<file path="src/rtl/ctl_latch_pkg.sv">
package ctl_latch_pkg;
    typedef enum logic [3:0] {
        S_IDLE,
        S_CLK_LO,
        S_DAT,
        S_CLK_HI,
        S_STB_HI,
        S_STB_LO,
        S_END_CLK_LO,
        S_END_DAT,
        S_END_CLK_HI
    } seq_state_t;
endpackage

</file>
<file path="src/rtl/ctl_settle_timer.sv">
module ctl_settle_timer #(
    parameter int SETTLE_CYC = 300
) (
    input  logic clk,
    input  logic rst_n,
    input  logic run,
    output logic expired
);
    localparam int CW = (SETTLE_CYC < 2) ? 1 : $clog2(SETTLE_CYC);

    logic [CW-1:0] cnt_q;

    assign expired = run && (cnt_q == CW'(SETTLE_CYC - 1));

    always_ff @(posedge clk or negedge rst_n) begin
        if (!rst_n)
            cnt_q <= '0;
        else if (!run || expired)
            cnt_q <= '0;
        else
            cnt_q <= cnt_q + 1'b1;
    end


    settle_bound_chk: assert property (@(posedge clk) disable iff (!rst_n)
        int'(cnt_q) < SETTLE_CYC);
endmodule

</file>
<file path="src/rtl/ctl_shadow_bank.sv">
module ctl_shadow_bank #(
    parameter int               WIDTH      = 8,
    parameter logic [WIDTH-1:0] INIT_VALUE = 8'hCC
) (
    input  logic             clk,
    input  logic             rst_n,
    input  logic [WIDTH-1:0] set_req,
    input  logic [WIDTH-1:0] clr_req,
    input  logic             update,
    input  logic             accept,
    output logic [WIDTH-1:0] shadow,
    output logic             pending
);
    always_ff @(posedge clk or negedge rst_n) begin
        if (!rst_n) begin
            shadow  <= INIT_VALUE;
            pending <= 1'b1;
        end else begin
            shadow  <= (shadow & ~clr_req) | set_req;
            pending <= accept ? 1'b0 : (pending | update);
        end
    end


    bits_hold_chk: assert property (@(posedge clk) disable iff (!rst_n)
        (set_req == '0 && clr_req == '0) |=> $stable(shadow));
endmodule

</file>
<file path="src/rtl/ctl_shift_seq.sv">
module ctl_shift_seq import ctl_latch_pkg::*; #(
    parameter int WIDTH = 8
) (
    input  logic             clk,
    input  logic             rst_n,
    input  logic             req,
    input  logic [WIDTH-1:0] shadow,
    input  logic             step_done,
    output logic             accept,
    output logic             run,
    output logic             done,
    output logic             ser_clk,
    output logic             ser_dat,
    output logic             ser_stb
);
    localparam int IW = (WIDTH < 2) ? 1 : $clog2(WIDTH);

    seq_state_t       state_q, state_nxt;
    logic [IW-1:0]    idx_q;
    logic [WIDTH-1:0] snap_q;

    assign accept = (state_q == S_IDLE) && req;
    assign run    = (state_q != S_IDLE);

    always_comb begin
        state_nxt = state_q;
        unique case (state_q)
            S_IDLE:       if (req)       state_nxt = S_CLK_LO;
            S_CLK_LO:     if (step_done) state_nxt = S_DAT;
            S_DAT:        if (step_done) state_nxt = S_CLK_HI;
            S_CLK_HI:     if (step_done) state_nxt = (idx_q == '0) ? S_STB_HI : S_CLK_LO;
            S_STB_HI:     if (step_done) state_nxt = S_STB_LO;
            S_STB_LO:     if (step_done) state_nxt = S_END_CLK_LO;
            S_END_CLK_LO: if (step_done) state_nxt = S_END_DAT;
            S_END_DAT:    if (step_done) state_nxt = S_END_CLK_HI;
            S_END_CLK_HI: if (step_done) state_nxt = S_IDLE;
            default:                     state_nxt = S_IDLE;
        endcase
    end

    always_ff @(posedge clk or negedge rst_n) begin
        if (!rst_n) begin
            state_q <= S_IDLE;
            idx_q   <= '0;
            snap_q  <= '0;
        end else begin
            state_q <= state_nxt;
            if (accept) begin
                idx_q  <= IW'(WIDTH - 1);
                snap_q <= shadow;
            end else if (state_q == S_CLK_HI && step_done && idx_q != '0) begin
                idx_q  <= idx_q - 1'b1;
            end
        end
    end

    always_ff @(posedge clk or negedge rst_n) begin
        if (!rst_n) begin
            ser_clk <= 1'b1;
            ser_dat <= 1'b1;
            ser_stb <= 1'b0;
            done    <= 1'b0;
        end else begin
            done <= (state_q == S_END_CLK_HI) && step_done;
            unique case (state_nxt)
                S_CLK_LO, S_END_CLK_LO: ser_clk <= 1'b0;
                S_CLK_HI, S_END_CLK_HI: ser_clk <= 1'b1;
                S_DAT:                  ser_dat <= snap_q[idx_q];
                S_END_DAT:              ser_dat <= 1'b1;
                S_STB_HI:               ser_stb <= 1'b1;
                S_STB_LO:               ser_stb <= 1'b0;
                default:                ;
            endcase
        end
    end


    dat_moves_clk_low_chk: assert property (@(posedge clk) disable iff (!rst_n)
        !$stable(ser_dat) |-> (!ser_clk && !$past(ser_clk)));


    idle_lines_chk: assert property (@(posedge clk) disable iff (!rst_n)
        !run |-> (ser_clk && ser_dat && !ser_stb));


    stb_after_last_bit_chk: assert property (@(posedge clk) disable iff (!rst_n)
        $rose(ser_stb) |-> ($past(state_q) == S_CLK_HI && idx_q == '0));


    done_pulse_chk: assert property (@(posedge clk) disable iff (!rst_n)
        done |=> !done);
endmodule

</file>
<file path="src/rtl/ctl_latch_drv.sv">
module ctl_latch_drv #(
    parameter int               WIDTH      = 8,
    parameter int               SETTLE_CYC = 300,
    parameter logic [WIDTH-1:0] INIT_VALUE = 8'hCC
) (
    input  logic             clk,
    input  logic             rst_n,
    input  logic [WIDTH-1:0] set_req,
    input  logic [WIDTH-1:0] clr_req,
    input  logic             update,
    output logic             busy,
    output logic             done,
    output logic             ser_clk,
    output logic             ser_dat,
    output logic             ser_stb
);
    logic [WIDTH-1:0] shadow;
    logic             pending;
    logic             accept;
    logic             run;
    logic             step_done;

    ctl_shadow_bank #(.WIDTH(WIDTH), .INIT_VALUE(INIT_VALUE)) u_bank (
        .clk     (clk),
        .rst_n   (rst_n),
        .set_req (set_req),
        .clr_req (clr_req),
        .update  (update),
        .accept  (accept),
        .shadow  (shadow),
        .pending (pending)
    );

    ctl_settle_timer #(.SETTLE_CYC(SETTLE_CYC)) u_timer (
        .clk     (clk),
        .rst_n   (rst_n),
        .run     (run),
        .expired (step_done)
    );

    ctl_shift_seq #(.WIDTH(WIDTH)) u_seq (
        .clk       (clk),
        .rst_n     (rst_n),
        .req       (pending | update),
        .shadow    (shadow),
        .step_done (step_done),
        .accept    (accept),
        .run       (run),
        .done      (done),
        .ser_clk   (ser_clk),
        .ser_dat   (ser_dat),
        .ser_stb   (ser_stb)
    );

    assign busy = run;
endmodule

</file>
<file path="config.mk">
export PLATFORM = sky130hd
export DESIGN_NAME = ctl_latch_drv
export DESIGN_NICKNAME = d
export VERILOG_FILES = /design/src/rtl/ctl_latch_pkg.sv /design/src/rtl/ctl_settle_timer.sv /design/src/rtl/ctl_shadow_bank.sv /design/src/rtl/ctl_shift_seq.sv /design/src/rtl/ctl_latch_drv.sv
export SDC_FILE = /design/constraint.sdc
export NUM_CORES = 1
export LEC_CHECK = 0
export CAP_MARGIN = 5
export CORE_MARGIN = 1
export CORE_UTILIZATION = 49
export CTS_CLUSTER_DIAMETER = 40
export DETAILED_ROUTE_END_ITERATION = 8
export PLACE_DENSITY = 0.85
export RECOVER_POWER = 100
export SYNTH_ARGS = -nofsm -noshare
export SYNTH_HDL_FRONTEND = slang
export SYNTH_SLANG_ARGS = --single-unit
</file>
<file path="constraint.sdc">
create_clock -name clk -period 1.9 [get_ports clk]
set_clock_uncertainty 0.15 [all_clocks]
set_input_delay 0.285 -clock clk [delete_from_list [all_inputs] [get_ports clk]]
set_output_delay 0.285 -clock clk [all_outputs]
set_load 0.02 [all_outputs]
</file>
==> flow_metrics.env <==
export IMPL_worstMarginPinSlew_ns=0.8801
export IMPL_cts_tree="yes"
export IMPL_first_pass_iters=4
export IMPL_initial_core_util=0.5271
export IMPL_ant_nets=0
export IMPL_hold_buffers=0
export IMPL_drt_iter0_markers=54
export IMPL_status="complete, but fails checks"
export IMPL_hp_class="in -> reg"
export IMPL_fin_ws_ns=-0.1501
export IMPL_period_share=1.079
export IMPL_hp_start="set_req[7]"
export IMPL_comb_power_share=0.049
export IMPL_rr_worst_depth=7
export IMPL_ir_drop_mv=0.5139
export IMPL_p_switching_uw=292.1
export IMPL_cp_arrival_ns=2.15
export IMPL_slew_violations=0
export IMPL_failed_checks="setup timing"
export IMPL_cts_inserted_buffers=5
export IMPL_dp_cells=245
export IMPL_clock_path_buffers=2
export IMPL_grt_ovfl_total=0
export IMPL_wirelength_mm=3.612
export IMPL_hold_ws_ns=0.3132
export IMPL_drc=0
export IMPL_syn_num_nets=175
export IMPL_dp_slack_ns=-0.05106
export IMPL_design_die_area_um2=3921
export IMPL_crit_path_end_kind="flip-flop"
export IMPL_crit_start="u_timer.cnt_q[0]$_DFF_PN0_"
export IMPL_synth_edf_count=0
export IMPL_grt_util_all_layers=0.2067
export IMPL_power_frac_seq=0.634
export IMPL_boundaryPins=24
export IMPL_timing_max_cap_violations=0
export IMPL_core_um2=3416
export IMPL_fin_crit_ns=2.050
export IMPL_tns_ns=-0.2125
export IMPL_clkLatencyLatePin_ns=0.35
export IMPL_worstPathRequired_ns=2.00
export IMPL_rows=21
export IMPL_power_share_clock=0.317
export IMPL_synth_yosys_warnings=0
export IMPL_area_delta_synth_final_pct=35.51
export IMPL_finalSetupViolations=2
export IMPL_grt_pass1_wl_mm=6.168
export IMPL_drive_gt1_frac=0.3687
export IMPL_fp_dieW_um=62.62
export IMPL_hold_viol=0
export IMPL_synth_flop_cell="dfrtp_1"
export IMPL_ys_seq_area_frac=0.5191
export IMPL_num_antenna_cells=0
export IMPL_synth_area_um2=1800
export IMPL_slew_headroom=0.4133
export IMPL_power_density_nw_per_um2=522.6
export IMPL_grt_pass1_vias=1426
export IMPL_hpwlAfterDp_mm=2.577
export IMPL_p_leak_uw=0.001151
export IMPL_layoutNonFillerInstCount=263
export IMPL_critPathLaunchType="flip-flop"
export IMPL_via_per_inst=5.152
export IMPL_root_buffer="clkbuf_4"
export IMPL_layout_nets=238
export IMPL_p_int_uw=983.0
export IMPL_clk_pin_slew_ns=0.11
export IMPL_antenna_found_initial=0
export IMPL_crit_fanout=4
export IMPL_p_sw_frac=0.2291
export IMPL_ys_async_sr_fraction=1.000
export IMPL_worstHoldPathCells=2
export IMPL_cts_max_level=2
export IMPL_port_buffers=23
export IMPL_fmax_ghz=0.4878
export IMPL_clock_sinks=37
export IMPL_rsz0062_at_grt="true"
export IMPL_syn_inst=153
export IMPL_routedWlPerCell_um=13.73
export IMPL_grt_max_degree=38
export IMPL_criticalPathCategory="reg -> reg"
export IMPL_die_h_um=62.62
export IMPL_avgSynthCellArea_um2=11.77
export IMPL_synth_distinct_cells=47
export IMPL_timing_rr_start="u_timer.cnt_q[0]$_DFF_PN0_"
export IMPL_gp_congestion=0.8806
export IMPL_vias=1355
export IMPL_ys_ff_latch=37
[critical path, stage by stage (launching register included)]
cell,delay (ns)
dfrtp_1,0.41
ha_4,0.18
nand4bb_4,0.15
nor4_4,0.30
mux2i_2,0.28
buf_4,0.14
nor3_2,0.04
mux2_4,0.30
[cell families after synthesis]
kind of cell             after synthesis  synth area share
AO/OA/AOI/OAI                         22            0.1015
XOR/XNOR                               9           0.04378
multiplexers                          13           0.09450
AND/OR/NAND/NOR                       48            0.1696
flip-flops                            37            0.5191
adder cells (fa/ha/maj)                3           0.02085
buffers and inverters                 21           0.05073
[layer usage]
metal,part of all wire,global-route usage
met1,0.38,0.2229
met2,0.55,0.3696
met3,0.050,0.04562
met4,0.023,0.1192
met5,0,0
[power by group through the flow]
| stage | Sequential, µW | Combinational [µW] | Clock (µW) |
|---|---|---|---|
| 6_report | 808 | 63.0 | 404 |
| 5_1_grt | 810 | 71.5 | 454 |
| 4_1_cts | 809 | 68.3 | 415 |
| 3_5_place_dp | 823 | 68.4 | 0 |
| 3_3_place_gp | 823 | 65.4 | 0 |
| 2_1_floorplan | 822 | 12.4 | 0 |
[cell type report]
type	instances	area, µm²
clock inverter	2	10.01
clock buffer	6	41.29
fill	262	975.9
sequential	37	938.4
inverter	18	67.56
tap	46	57.56
multi-input combinational	95	819.5
timing repair buffer	59	505.5
[cell usage after synthesis (3+ instances only)]
master	n	area, µm²
ha_1	3	37.54
mux2_1	3	33.78
nand3_1	4	20.02
nand2_1	8	30.03
dfstp_2	7	183.9
xnor2_1	5	43.79
xor2_1	4	35.03
a21o_1	8	60.06
mux2_2	5	56.30
dfrtp_1	30	750.7
nor2_1	18	67.56
inv_1	16	60.06
[registers in the layout, summed over array words and instances (netlist names)]
| name | cells |
|---|---|
| u_seq.done | 1 |
| u_seq.snap_q | 8 |
| u_seq.ser_dat | 1 |
| u_seq.ser_stb | 1 |
| u_timer.cnt_q | 9 |
| u_seq.idx_q | 3 |
| u_seq.state_q | 4 |
| u_seq.ser_clk | 1 |
| u_bank.pending | 1 |
| u_bank.shadow | 8 |
[cell usage in the layout, fill, tap and decap left out, types with 2 or more instances in the layout]
cell              n
a21o_1            8
a21oi_1           2
and3_1            2
and4bb_2          2
buf_4            31
buf_6             4
clkbuf_4          5
clkdlybuf4s50_1  15
clkinv_2          2
dfrtp_1          27
dfrtp_2           3
dfstp_2           7
dlygate4sd2_1     2
dlygate4sd3_1     5
ha_1              2
inv_1            16
mux2_1            3
mux2_2            5
mux4_2            2
nand2_1           8
nand3_1           4
nand4_1           2
nand4bb_4         2
nor2_1           18
nor4_4            2
o21ai_2           2
xnor2_1           5
xor2_1            4
[metrics by stage]
| stage | utilization | power, µW | area, µm² |
|---|---|---|---|
| finish | 0.7143 | 1275 | 2440 |
| global route | 0.7143 | 1335 | 2440 |
| CTS | 0.6974 | 1292 | 2382 |
| detailed placement | 0.6652 | 891.9 | 2272 |
| global placement | 0.6652 | 888.5 | 2272 |
| floorplan | - | 834.6 | 1813 |
[worst paths after layout]
| kind | slack (ns) | to |
|---|---|---|
| min reg2reg | 0.34 | u_bank.shadow[1]$_DFF_PN0_ |
| min | 0.31 | u_bank.shadow[7]$_DFF_PN1_ |
| min in group asynchronous | 0.42 | u_timer.cnt_q[4]$_DFF_PN0_ |
| max reg2reg | -0.15 | u_seq.ser_stb$_DFFE_PN0P_ |
| max in group asynchronous | 0.58 | u_seq.state_q[0]$_DFF_PN0_ |
| max | -0.15 | u_seq.ser_stb$_DFFE_PN0P_ |
[what timing repair did]
item	CTS	global route
pin swaps	2	7
cloned	0	0
resized for setup	12	7
buffers inserted	5	5
setup endpoints to repair	6	5
Power figures use the tool's default switching activity.
